**src/rtl/ea_pkg.sv**
```systemverilog
package ea_pkg;

  typedef enum logic [3:0] {
    AM_IMM  = 4'd0,
    AM_ACC  = 4'd1,
    AM_ZP   = 4'd2,
    AM_ZPX  = 4'd3,
    AM_ZPY  = 4'd4,
    AM_ABS  = 4'd5,
    AM_ABSX = 4'd6,
    AM_ABSY = 4'd7,
    AM_INDX = 4'd8,
    AM_INDY = 4'd9,
    AM_IMP  = 4'd10,
    AM_IND  = 4'd11,
    AM_REL  = 4'd12
  } amode_e;

  typedef enum logic [1:0] {
    IC_READ  = 2'd0,
    IC_RMW   = 2'd1,
    IC_STORE = 2'd2,
    IC_OTHER = 2'd3
  } iclass_e;

  typedef enum logic [2:0] {
    ST_IDLE = 3'd0,
    ST_PLO  = 3'd1,
    ST_PHI  = 3'd2,
    ST_PCAP = 3'd3,
    ST_DRD  = 3'd4,
    ST_DCAP = 3'd5,
    ST_DONE = 3'd6
  } ea_state_e;

endpackage

```
**src/rtl/ea_cost.sv**
```systemverilog
module ea_cost
  import ea_pkg::*;
#(
  parameter int CW           = 4,
  parameter int OTHER_CYCLES = 2
) (
  input  logic [3:0]    mode,
  input  logic [1:0]    iclass,
  output logic [1:0]    len,
  output logic [CW-1:0] base,
  output logic          pen_ok
);

  always_comb begin
    case (mode)
      AM_ABS, AM_ABSX, AM_ABSY: len = 2'd3;
      AM_ACC, AM_IMP:           len = 2'd1;
      default:                  len = 2'd2;
    endcase
  end

  always_comb begin
    base = '0;
    case (iclass)
      IC_READ: begin
        case (mode)
          AM_IMM:                            base = CW'(2);
          AM_ZP:                             base = CW'(3);
          AM_ZPX, AM_ABS, AM_ABSX, AM_ABSY:  base = CW'(4);
          AM_INDY:                           base = CW'(5);
          AM_INDX:                           base = CW'(6);
          default:                           base = '0;
        endcase
      end
      IC_RMW: begin
        case (mode)
          AM_ACC:         base = CW'(2);
          AM_ZP:          base = CW'(5);
          AM_ZPX, AM_ABS: base = CW'(6);
          AM_ABSX:        base = CW'(7);
          default:        base = '0;
        endcase
      end
      IC_STORE: begin
        case (mode)
          AM_ZP:            base = CW'(3);
          AM_ZPX, AM_ABS:   base = CW'(4);
          AM_ABSX, AM_ABSY: base = CW'(5);
          AM_INDX, AM_INDY: base = CW'(6);
          default:          base = '0;
        endcase
      end
      default: base = CW'(OTHER_CYCLES);
    endcase
  end

  assign pen_ok = (iclass == IC_READ) &&
                  ((mode == AM_ABSX) || (mode == AM_ABSY) || (mode == AM_INDY));

endmodule

```
**src/rtl/ea_addr_gen.sv**
```systemverilog
module ea_addr_gen
  import ea_pkg::*;
#(
  parameter int DW = 8,
  localparam int AW = 2 * DW
) (
  input  logic [3:0]    mode,
  input  logic [AW-1:0] operand,
  input  logic [DW-1:0] idx_x,
  input  logic [DW-1:0] idx_y,
  input  logic [AW-1:0] ptr_word,
  output logic [AW-1:0] direct_ea,
  output logic          direct_cross,
  output logic [DW-1:0] ptr_base,
  output logic          need_ptr,
  output logic          need_data,
  output logic [AW-1:0] ind_ea,
  output logic          ind_cross
);

  logic [AW-1:0] sum_x, sum_y;
  logic [DW-1:0] zp_x, zp_y;

  assign sum_x = operand + AW'(idx_x);
  assign sum_y = operand + AW'(idx_y);
  assign zp_x  = operand[DW-1:0] + idx_x;
  assign zp_y  = operand[DW-1:0] + idx_y;

  always_comb begin
    direct_ea    = '0;
    direct_cross = 1'b0;
    case (mode)
      AM_ZP:   direct_ea = {{DW{1'b0}}, operand[DW-1:0]};
      AM_ZPX:  direct_ea = {{DW{1'b0}}, zp_x};
      AM_ZPY:  direct_ea = {{DW{1'b0}}, zp_y};
      AM_ABS:  direct_ea = operand;
      AM_ABSX: begin
        direct_ea    = sum_x;
        direct_cross = (sum_x[AW-1:DW] != operand[AW-1:DW]);
      end
      AM_ABSY: begin
        direct_ea    = sum_y;
        direct_cross = (sum_y[AW-1:DW] != operand[AW-1:DW]);
      end
      default: ;
    endcase
  end

  assign need_ptr  = (mode == AM_INDX) || (mode == AM_INDY);
  assign need_data = need_ptr || (mode >= AM_ZP && mode <= AM_ABSY);
  assign ptr_base  = (mode == AM_INDX) ? zp_x : operand[DW-1:0];

  always_comb begin
    if (mode == AM_INDY) begin
      ind_ea    = ptr_word + AW'(idx_y);
      ind_cross = (ind_ea[AW-1:DW] != ptr_word[AW-1:DW]);
    end else begin
      ind_ea    = ptr_word;
      ind_cross = 1'b0;
    end
  end

endmodule

```
**src/rtl/ea_cycle_unit.sv**
```systemverilog
module ea_cycle_unit
  import ea_pkg::*;
#(
  parameter int DW           = 8,
  parameter int CW           = 4,
  parameter int OTHER_CYCLES = 2,
  localparam int AW = 2 * DW
) (
  input  logic          clk,
  input  logic          rst_n,
  input  logic          start,
  input  logic [3:0]    mode,
  input  logic [1:0]    iclass,
  input  logic [AW-1:0] operand,
  input  logic [DW-1:0] idx_x,
  input  logic [DW-1:0] idx_y,
  input  logic [DW-1:0] acc,
  output logic          mem_rd,
  output logic [AW-1:0] mem_addr,
  input  logic [DW-1:0] mem_rdata,
  output logic          busy,
  output logic          done,
  output logic [AW-1:0] eff_addr,
  output logic [DW-1:0] value,
  output logic [1:0]    length,
  output logic [CW-1:0] cycles
);

  // reset: asynchronous assert, clock-aligned release
  logic rs_meta, rst_s;
  always_ff @(posedge clk or negedge rst_n) begin
    if (!rst_n) begin
      rs_meta <= 1'b0;
      rst_s   <= 1'b0;
    end else begin
      rs_meta <= 1'b1;
      rst_s   <= rs_meta;
    end
  end

  ea_state_e     st_q, st_d;
  logic [3:0]    mode_q, mode_d;
  logic [1:0]    cls_q, cls_d;
  logic [AW-1:0] op_q, op_d;
  logic [DW-1:0] x_q, x_d, y_q, y_d, plo_q, plo_d, val_q, val_d;
  logic [AW-1:0] ea_q, ea_d;
  logic [1:0]    len_q, len_d;
  logic [CW-1:0] base_q, base_d;
  logic          penok_q, penok_d, pen_q, pen_d;

  logic          idle, accept;
  logic [3:0]    sel_mode;
  logic [1:0]    sel_cls;
  logic [AW-1:0] sel_op;
  logic [DW-1:0] sel_x, sel_y;

  assign idle     = (st_q == ST_IDLE);
  assign accept   = idle && start;
  assign sel_mode = idle ? mode    : mode_q;
  assign sel_cls  = idle ? iclass  : cls_q;
  assign sel_op   = idle ? operand : op_q;
  assign sel_x    = idle ? idx_x   : x_q;
  assign sel_y    = idle ? idx_y   : y_q;

  logic [1:0]    c_len;
  logic [CW-1:0] c_base;
  logic          c_penok;

  ea_cost #(.CW(CW), .OTHER_CYCLES(OTHER_CYCLES)) u_cost (
    .mode   (sel_mode),
    .iclass (sel_cls),
    .len    (c_len),
    .base   (c_base),
    .pen_ok (c_penok)
  );

  logic [AW-1:0] g_direct_ea, g_ind_ea;
  logic          g_direct_cross, g_ind_cross, g_need_ptr, g_need_data;
  logic [DW-1:0] g_ptr_base;

  ea_addr_gen #(.DW(DW)) u_addr (
    .mode         (sel_mode),
    .operand      (sel_op),
    .idx_x        (sel_x),
    .idx_y        (sel_y),
    .ptr_word     ({mem_rdata, plo_q}),
    .direct_ea    (g_direct_ea),
    .direct_cross (g_direct_cross),
    .ptr_base     (g_ptr_base),
    .need_ptr     (g_need_ptr),
    .need_data    (g_need_data),
    .ind_ea       (g_ind_ea),
    .ind_cross    (g_ind_cross)
  );

  // next-state logic
  always_comb begin
    st_d    = st_q;
    mode_d  = mode_q;
    cls_d   = cls_q;
    op_d    = op_q;
    x_d     = x_q;
    y_d     = y_q;
    plo_d   = plo_q;
    val_d   = val_q;
    ea_d    = ea_q;
    len_d   = len_q;
    base_d  = base_q;
    penok_d = penok_q;
    pen_d   = pen_q;
    case (st_q)
      ST_IDLE: begin
        if (accept) begin
          mode_d  = mode;
          cls_d   = iclass;
          op_d    = operand;
          x_d     = idx_x;
          y_d     = idx_y;
          len_d   = c_len;
          base_d  = c_base;
          penok_d = c_penok;
          pen_d   = c_penok && g_direct_cross;
          ea_d    = g_direct_ea;
          if (mode == AM_IMM)      val_d = operand[DW-1:0];
          else if (mode == AM_ACC) val_d = acc;
          else                     val_d = '0;
          if (g_need_ptr)       st_d = ST_PLO;
          else if (g_need_data) st_d = ST_DRD;
          else                  st_d = ST_DONE;
        end
      end
      ST_PLO:  st_d = ST_PHI;
      ST_PHI: begin
        plo_d = mem_rdata;
        st_d  = ST_PCAP;
      end
      ST_PCAP: begin
        ea_d  = g_ind_ea;
        pen_d = penok_q && g_ind_cross;
        st_d  = ST_DRD;
      end
      ST_DRD:  st_d = ST_DCAP;
      ST_DCAP: begin
        val_d = mem_rdata;
        st_d  = ST_DONE;
      end
      default: st_d = ST_IDLE;
    endcase
  end

  // registers
  always_ff @(posedge clk or negedge rst_s) begin
    if (!rst_s) begin
      st_q    <= ST_IDLE;
      mode_q  <= '0;
      cls_q   <= '0;
      op_q    <= '0;
      x_q     <= '0;
      y_q     <= '0;
      plo_q   <= '0;
      val_q   <= '0;
      ea_q    <= '0;
      len_q   <= '0;
      base_q  <= '0;
      penok_q <= 1'b0;
      pen_q   <= 1'b0;
    end else begin
      st_q    <= st_d;
      mode_q  <= mode_d;
      cls_q   <= cls_d;
      op_q    <= op_d;
      x_q     <= x_d;
      y_q     <= y_d;
      plo_q   <= plo_d;
      val_q   <= val_d;
      ea_q    <= ea_d;
      len_q   <= len_d;
      base_q  <= base_d;
      penok_q <= penok_d;
      pen_q   <= pen_d;
    end
  end

  // memory port
  always_comb begin
    mem_rd   = 1'b0;
    mem_addr = '0;
    case (st_q)
      ST_PLO: begin
        mem_rd   = 1'b1;
        mem_addr = {{DW{1'b0}}, g_ptr_base};
      end
      ST_PHI: begin
        mem_rd   = 1'b1;
        mem_addr = {{DW{1'b0}}, g_ptr_base + DW'(1)};
      end
      ST_DRD: begin
        mem_rd   = 1'b1;
        mem_addr = ea_q;
      end
      default: ;
    endcase
  end

  assign busy     = !idle;
  assign done     = (st_q == ST_DONE);
  assign eff_addr = ea_q;
  assign value    = val_q;
  assign length   = len_q;
  assign cycles   = base_q + CW'(pen_q);

  // checks
  assert_done_single_R11: assert property (@(posedge clk) disable iff (!rst_s)
    done |=> !done);

  assert_busy_start_ignored_R11: assert property (@(posedge clk) disable iff (!rst_s)
    (busy && start) |=> $stable(mode_q) && $stable(op_q));

  assert_read_only_busy_R4: assert property (@(posedge clk) disable iff (!rst_s)
    mem_rd |-> busy);

  // pointer fetches for R2 and R3 stay inside page 0
  assert_ptr_page0_R3: assert property (@(posedge clk) disable iff (!rst_s)
    (st_q == ST_PLO || st_q == ST_PHI) |-> (mem_addr[AW-1:DW] == '0));

  assert_zp_page0_R1: assert property (@(posedge clk) disable iff (!rst_s)
    (done && (mode_q == AM_ZP || mode_q == AM_ZPX || mode_q == AM_ZPY))
      |-> (eff_addr[AW-1:DW] == '0));

  assert_store_max_R8: assert property (@(posedge clk) disable iff (!rst_s)
    (done && cls_q == IC_STORE) |-> (cycles <= CW'(6)));

  assert_len_nonzero_R5: assert property (@(posedge clk) disable iff (!rst_s)
    done |-> (length != 2'd0));

endmodule

```
**config.mk**
```make
export PLATFORM = sky130hd
export DESIGN_NAME = ea_cycle_unit
export DESIGN_NICKNAME = d
export VERILOG_FILES = /design/src/rtl/ea_pkg.sv /design/src/rtl/ea_cost.sv /design/src/rtl/ea_addr_gen.sv /design/src/rtl/ea_cycle_unit.sv
export SDC_FILE = /design/constraint.sdc
export NUM_CORES = 1
export LEC_CHECK = 0
export BUFFER_PORTS_ARGS = -buffer_cell sky130_fd_sc_hd__buf_2
export CAP_MARGIN = 0
export CELL_PAD_IN_SITES_DETAIL_PLACEMENT = 0
export CELL_PAD_IN_SITES_GLOBAL_PLACEMENT = 1
export CORE_UTILIZATION = 43
export DETAILED_ROUTE_END_ITERATION = 8
export GPL_TIMING_DRIVEN = 0
export PLACE_DENSITY = 0.84
export SLEW_MARGIN = 20
export SYNTH_ARGS = -nofsm -noshare
export SYNTH_HDL_FRONTEND = slang
export SYNTH_SLANG_ARGS = --single-unit
```
**constraint.sdc**
```tcl
create_clock -name clk -period 7.4 [get_ports clk]
set_input_delay 1.48 -clock clk [delete_from_list [all_inputs] [get_ports clk]]
set_output_delay 1.48 -clock clk [all_outputs]
set_load 0.05 [all_outputs]
```
# Yosys cells after proc, flatten, opt, wreduce, memory -nomap -nowiden
# Memories as Yosys holds them, arrays and structs flattened.
# Cells that the tools add are included.
# classes
add_sub_neg,7
magnitude_cmp,2
n_eq_ne,23
muxes,28
n_reduce_logical,24
# ops
cell,n
16-bit case mux with 6 select lines,1
16-bit by 8-bit adder with 16-bit output,3
16-bit 2-to-1 mux,3
8-bit 2-to-1 mux,6
16-bit case mux with 3 select lines,1
16-bit case mux with 2 select lines,1
8-bit inequality test,3
3-bit case mux with 4 select lines,2
3-bit case mux with 6 select lines,1
8-bit adder,2
"4-bit by 3-bit equality test with 1-bit output, second input constant",4
8-bit case mux with 2 select lines,1
"4-bit equality test, second input constant",3
4-bit case mux with 3 select lines,1
"3-bit equality test, second input constant",3
"8-bit by 1-bit adder with 8-bit output, second input constant",1
"4-bit by 1-bit equality test with 1-bit output, second input constant",2
"4-bit by 2-bit equality test with 1-bit output, second input constant",2
2-bit OR reduction,4
"3-bit by 2-bit equality test with 1-bit output, second input constant",2
3-bit 2-to-1 mux,2
2-bit AND reduction,3
3-bit OR reduction,2
1-bit logical AND,5
18 further kinds,26
# totals
register_bits,83
romBits,48
elab_cells,100
mem_count,1
# memory_table
memory,words,width,read_ports,rd_clocked_by_memory_dff,write_ports,line,text
(name not given),16,3,1,0,0,ea_cost.sv:26,case (mode)

# Longest topological paths before layout
# Gate-level depths: netlist of run 1.
# depth
word_depth,9
ltp_mapped,18
mapped_depth_nobuf,14

# Modules after synthesis
# A second synthesis of run 1 with hierarchy kept.
# unflattened
cells_unflattened,835
area_unflattened_um2,6653.9
# modules_own_cells
module,n_inst,cells_each,area_each_um2,seq_area_each_um2
ea_cycle_unit,1,475,4250.3,2077.0
ea_addr_gen,1,318,2142.1,0.0
ea_cost,1,42,261.5,0.0

# Least setup slack after synthesis of run 1
# OpenSTA, ideal clock, no wires.
# synth_path
kind,reg-to-output
start,reg st_q[0]
end,out mem_addr[7]
t_arrival_ns,5.287
setup_slack_ns,0.633
stages_incl_launch_ff,19
n_path_buf,5
path_cell_list,dfrtp_1 > nor3_1 > buf_4 > inv_4 > buf_2 > buf_2 > buf_1 > clkbuf_1 > nand2_1 > nand2_1 > fa_1 > maj3_1 > mux2_2 > a2111o_1 > nand4_2 > o211ai_2 > or4b_4 > o21a_1 > o21ai_1
# synth_via
elab_chain_len,6
word_cells_on_any_way,12
# synth_lines
element,line,text
"start, declared",ea_cycle_unit.sv:41,"ea_state_e st_q, st_d;"
"start signal, assigned",ea_cycle_unit.sv:168,st_q <= st_d;
3-bit zero test,ea_cycle_unit.sv:57,assign idle = (st_q == ST_IDLE);
16-bit 2-to-1 mux (tied with other cells),ea_cycle_unit.sv:61,assign sel_op = idle ? operand : op_q;
8-bit adder or 4-bit equality test (tied branches),"ea_addr_gen.sv:26, ea_addr_gen.sv:51",
8-bit 2-to-1 mux,ea_addr_gen.sv:51,assign ptr_base = (mode == AM_INDX) ? zp_x : operand[DW-1:0];
8-bit by 1-bit adder with 8-bit output,ea_cycle_unit.sv:195,"mem_addr = {{DW{1'b0}}, g_ptr_base + DW'(1)};"
16-bit case mux with 3 select lines (*),ea_cycle_unit.sv:188,case (st_q)
"end, declared",ea_cycle_unit.sv:19,"output logic [AW-1:0] mem_addr,"
# Every way passes the cells marked *; elsewhere a longest branch is shown, timed or not.

# Final worst setup path of run 1
# layout_path
start,reg st_q[2]
end,out mem_addr[7]
# Same word-level chain as after synthesis.

==> results.json, run 1 <==
{
  "status": "finished, final reports clean",
  "synth-seq-cells": 82,
  "worst-path-buf-inv": 5,
  "cts_tree": "done",
  "fin_crit_sh_pct": 94.15,
  "setup-violations-final": 0,
  "wl_per_cell_um": 19.80,
  "vias_per_cell": 5.867,
  "timing.slew.headroom_pct": 38.74,
  "synth-edff-count": 0,
  "clockRootBuffer": "clkbuf_16",
  "grt_max_degree": 42,
  "synth.top_cells.by_count": "258 x nand2_1, 82 x dfrtp_1, 56 x nor2_1",
  "grt_use_total_pct": 30.15,
  "drt-initial-drc-count": 574,
  "slowest_delay_ps": 600,
  "synthesis.nets": 972,
  "worstPathCellList": "nor3_1 -> buf_4 -> inv_4 -> buf_2 -> mux2i_1 -> inv_1 -> fa_1 -> maj3_1 -> mux2_2 -> and4_1 -> o211ai_1 -> o221ai_1 -> or4b_4 -> o21a_1 -> o21ai_1 -> buf_2",
  "r2r_start": "st_q[2]",
  "cap_violations": 0,
  "ys.flop_type": "dfrtp_1",
  "worstSetupStartpoint": "st_q[2]",
  "worst_pin_slew_ps": 919.0,
  "pin_count": 106,
  "cts_hold_buf": 0,
  "post-route-min-period_ps": 6967,
  "clk_latency_ps": 360,
  "io_buffer_count": 102,
  "rsz0062_at_grt": "no",
  "slew_viol_final": 0,
  "die_h_um": 127.8,
  "final_antenna_net_count": 0,
  "vias": 7128,
  "synth_most_common_cell": "nand2_1",
  "hold_class": "register to asynchronous set/reset pin",
  "cp.required_ps": 5920,
  "clk_pin_slew_ps": 70,
  "start_kind": "register",
  "cts-buffers-inserted": 9,
  "netlist_instances": 886,
  "grt_overflow": 0,
  "finish.instance_area_um2": 7950,
  "first_pass_iters": 5,
  "yosysTopAreaCell": "dfrtp_1",
  "start_util_pct": 44.44,
  "routed_wirelength_mm": 24.06,
  "ys_async_sr_fraction_pct": 100.0,
  "nets": 1085,
  "n_antenna_cell": 0,
  "dpl.hpwl_mm": 18.66,
  "syn_avg_cell_area_um2": 7.682,
  "globalplace.congestion": 0.9468,
  "nFillCells": 1573,
  "synth.area.top_cells": "dfrtp_1 30%, nand2_1 14%, ha_1 4.8%",
  "cts.sinks": 82,
  "hold_violations": 0,
  "r2r_cells": 15,
  "post_cts_buffers": 0,
  "die_x_um": 127.8,
  "cpLargestDelayFamily": "buffers and inverters",
  "reg2reg_to": "eff_addr[14]",
  "path_common_cell": "buf_2",
  "syn_area_um2": 6807,
  "clock_tree.buffer_depth": 2,
  "path_depth": 16,
  "rows": 45,
  "die-area_um2": 16340,
  "rrSetupSlack_ps": 2320,
  "synth.distinct_cells": 76,
  "drcViolationCount": 0,
  "postPlaceCellArea_um2": 7654,
  "cp.arrival_ps": 5490,
  "worst_clock_skew_ps": 7.670,
  "critPathCaptureType": "output pin",
  "core-area_um2": 15310,
  "critical_path_class": "register to output pin",
  "fin_setup_tns_ps": 0,
  "yosysWarnings": 0,
  "grt_pass1_wl_mm": 37.17,
  "drive_gt1_share_pct": 16.53,
  "endpoint": "mem_addr[7]",
  "grt_pass1_vias": 6637,
  "antenna_found_initial": 0,
  "synth_top_area_share_pct": 30.15,
  "fmax_mhz": 143.5,
  "yosysSeqAreaShare_pct": 30.15,
  "area.growth.synth_to_final_pct": 16.80,
  "worstPathMaxFanout": 28,
  "h-tree-depth": 3,
  "critPathSlowestCell": "buf_2"
}
routing by layer:
| metal | GRT usage, % | routed length [um] | vias up | part of all wire [%] |
|---|---|---|---|---|
| li1 | - | - | 3416 | - |
| met1 | 39.80 | 10680 | 3407 | 44 |
| met2 | 49.04 | 11170 | 259 | 46 |
| met3 | 5.509 | 1419 | 46 | 5.9 |
| met4 | 11.49 | 790 | 0 | 3.3 |
| met5 | 0 | 0 | - | 0 |
placed cells by master (no fill, tap or decap), types with 6 or more instances in the layout:
cell type  count
and3_1        22
clkbuf_16      9
mux2_2        12
nor2_1        55
nand2_1      258
dfrtp_1       81
a32oi_1        8
ha_1          26
nor3_1        33
a31oi_1        8
xor2_1        14
nand4_1        8
xnor2_1       21
a22oi_1       13
inv_1         12
o21ai_1        6
and2_1         6
a221oi_1      15
a21o_1        12
a21oi_1       33
buf_2        107
o211ai_1       8
nor2b_1        6
mux2i_1       27
clkbuf_1      32
nand3_1       17
o21ai_0       35
a211oi_1       9
area by class of cell:
cell class | instances | area [um2] | area share, %
Sequential cell | 82 | 2056 | 25.86
Timing Repair Buffer | 106 | 558.0 | 7.019
Buffer | 39 | 163.9 | 2.062
Clock inverter | 4 | 50.05 | 0.6295
Inverter | 14 | 55.05 | 0.6925
Tap cell | 211 | 264.0 | 3.321
Clock buffer | 12 | 256.5 | 3.226
Multi-Input combinational cell | 747 | 4547 | 57.19
through the flow:
step | hold slack [ps] | util, % | setup slack [ps] | cells
after detailed placement | 342.0 | 49.98 | 322.5 | 1203
after global routing | 369.7 | 51.91 | 81.56 | 1215
after floorplan | 331.2 | - | 632.5 | 886
after global placement | 337.3 | 49.50 | 307.1 | 1199
after CTS | 355.2 | 51.95 | 97.24 | 1218
final | 330.3 | 51.91 | 432.6 | 1215
repair_timing:
action                                  in CTS  in global routing
gates cloned                                 0                  0
gates resized for setup                      0                  2
endpoints found under the setup margin       1                  2
hold endpoints to repair                     0                  0
registers in the layout, indices dropped and copies added, names as in the netlist, 3 cells and up:
register and count:
x_q 8, mode_q 4, eff_addr 16, y_q 8
op_q 16, plo_q 8, st_q 3, base_q 3
value 8
worst reg2reg max path: cells and delay by family, from the launching register on:
family	cells	cell delay [ps]
AND/OR/NAND/NOR	4	770
multiplexers	2	650
buffers and inverters	4	1170
flip-flops	1	440
adder cells (fa/ha/maj)	2	870
AO/OA/AOI/OAI	3	1110
worst min path at each step:
stage	to	startpoint	slack (ps)	depth (start not counted)
final	eff_addr[10]	rst_s	330	0
after detailed placement	rst_s	rs_meta	340	0
after global placement	rst_s	rs_meta	340	0
after global routing	rst_s	rs_meta	370	0
after floorplan	rst_s	rs_meta	330	0
after CTS	eff_addr[10]	rst_s	360	0
logic make-up after synthesis:
logic type | share of synthesized area (%)
xor gates and xnor gates | 4.504
and+or+nand+nor | 29.17
adders and majority gates | 5.956
other | 0.05509
muxes | 6.581
AOI/OAI and AO/OA | 20.15
DFF | 30.15
buffers and inverters | 3.437
Power of run 1 is not shown: default switching activity piles up to over one toggle a cycle in this logic, so the estimate is an artifact.
==> run 2, diff against run 1 <==
--- a/config.mk
+++ b/config.mk
@@ -13,6 +13,7 @@
 export DETAILED_ROUTE_END_ITERATION = 8
 export GPL_TIMING_DRIVEN = 0
 export PLACE_DENSITY = 0.84
+export RECOVER_POWER = 100
 export SLEW_MARGIN = 20
 export SYNTH_ARGS = -nofsm -noshare
 export SYNTH_HDL_FRONTEND = slang
==> run 2 against run 1 <==
Effect of this change:
- the run now ends with max-capacitance violations, max-slew violations left
- non-clock buffer count did not move
- sequential share of layout area rose by 0.31 points
- register-to-register slack improved by 70 ps
- sequential cell count did not move
- critical path depth did not move
- via count barely moved
- die area did not move
- design area fell by 1.4%
- final cell count did not move
- global-route usage did not move
- largest cell class unchanged
==> results.json, run 2 (same netlist as run 1, synthesis figures left out) <==
{
  "wl_met1_mm": 10.72,
  "slowest_delay_ps": 590,
  "worstSetupStartpoint": "st_q[2]",
  "io_buffer_count": 102,
  "grt_pass1_wl_mm": 37.17,
  "vias": 7134,
  "clockRootBuffer": "clkbuf_16",
  "cp.arrival_ps": 5500,
  "fmax_mhz": 143.3,
  "worstPathMaxFanout": 28,
  "fin_crit_sh_pct": 94.33,
  "r2r_cells": 15,
  "met2_length_mm": 11.20,
  "cts_tree": "done",
  "worstPathCellList": "nor3_1 -> buf_4 -> inv_4 -> buf_2 -> mux2i_1 -> inv_1 -> fa_1 -> maj3_1 -> mux2_2 -> and4_1 -> o211ai_1 -> o221ai_1 -> or4b_4 -> o21a_1 -> o21ai_1 -> clkbuf_2",
  "post_cts_buffers": 0,
  "first_pass_iters": 6,
  "rrSetupSlack_ps": 2390,
  "die_h_um": 127.8,
  "start_util_pct": 44.44,
  "post-route-min-period_ps": 6980,
  "timing.slew.headroom_pct": -62.68,
  "wl_per_cell_um": 19.80,
  "min_from": "rs_meta",
  "top_layer": "met4",
  "clock_tree.buffer_depth": 2,
  "path_depth": 16,
  "critPathSlowestCell": "buf_2",
  "core-area_um2": 15310,
  "cts.sinks": 82,
  "grt_max_degree": 42,
  "worst-path-buf-inv": 5,
  "drcViolationCount": 0,
  "r2r_start": "st_q[2]",
  "final_antenna_net_count": 0,
  "slew_viol_final": 84,
  "fin_setup_tns_ps": 0,
  "pre_cts_ws_ps": 322.5,
  "die_x_um": 127.8,
  "grt_overflow": 0,
  "cp.required_ps": 5920,
  "endpoint": "mem_addr[7]",
  "nets": 1085,
  "drive_gt1_share_pct": 10.96,
  "reg2reg_to": "eff_addr[10]",
  "cts-buffers-inserted": 9,
  "cpLargestDelayFamily": "buffers and inverters",
  "drt-initial-drc-count": 555,
  "worst_clock_skew_ps": 7.729,
  "critical_path_class": "register to output pin",
  "routed_wirelength_mm": 24.06,
  "area.growth.synth_to_final_pct": 15.20,
  "start_kind": "register",
  "setup-violations-final": 0,
  "setup_ws_ps": 419.7,
  "status": "finished, violations left",
  "worst_pin_slew_ps": 2440,
  "pin_count": 106,
  "rsz0062_at_grt": "no",
  "hold_violations": 0,
  "hold_class": "register to register",
  "globalplace.congestion": 0.9468,
  "vias_per_cell": 5.872,
  "grt_pass1_vias": 6637,
  "route.met3.wl_mm": 1.378,
  "cap_violations": 3,
  "n_antenna_cell": 0,
  "clk_pin_slew_ps": 70,
  "critPathCaptureType": "output pin",
  "die-area_um2": 16340,
  "mostFrequentLayoutCells": "258 x nand2_1, 85 x clkbuf_1, 82 x dfrtp_1",
  "antenna_found_initial": 0,
  "dpl.hpwl_mm": 18.66,
  "grt_use_total_pct": 30.15,
  "rows": 45,
  "clk_latency_ps": 360,
  "final_common_cell": "nand2_1",
  "violations": "max-capacitance violations, max-slew violations",
  "h-tree-depth": 3,
  "nFillCells": 1610
}
[run 2: how the worst min path moves through the flow]
stage	to	depth (start not counted)	slack, ps
floorplan	rst_s	0	330
global placement	rst_s	0	340
detailed placement	rst_s	0	340
CTS	eff_addr[10]	0	360
global route	rst_s	0	370
finish	rst_s	0	360
[run 2: through the flow]
step	hold slack (ps)	cells	util (%)	area (um2)
2_1_floorplan	331.2	886	-	6807
3_3_place_gp	337.3	1199	49.50	7581
3_5_place_dp	342.0	1203	49.98	7654
4_1_cts	355.2	1218	51.95	7956
5_1_grt	369.7	1215	51.20	7841
6_report	355.4	1215	51.20	7841
[run 2: repair_timing]
| action | in CTS | in global routing |
|---|---|---|
| hold buffers | 0 | 0 |
| gates resized for setup | 0 | 2 |
| setup endpoints to repair | 1 | 2 |
[run 2: area by class of cell]
| type | instances | area (um2) | area share (%) |
|---|---|---|---|
| clock inverter | 4 | 50.05 | 0.6383 |
| timing repair buffer | 106 | 471.7 | 6.016 |
| tap | 211 | 264.0 | 3.367 |
| multi-input combinational | 747 | 4529 | 57.76 |
| sequential | 82 | 2052 | 26.17 |
| buffer | 39 | 162.7 | 2.074 |
| clock buffer | 12 | 256.5 | 3.271 |
| inverter | 14 | 55.05 | 0.7021 |
[run 2: per-layer routing]
| metal | vias to the layer above | track usage, % |
|---|---|---|
| met3 | 50 | 5.509 |
| met2 | 261 | 49.04 |
| met1 | 3413 | 39.80 |
| li1 | 3410 | - |
| met4 | 0 | 11.49 |
| met5 | - | 0 |
Power of run 2 is left out for the same reason.
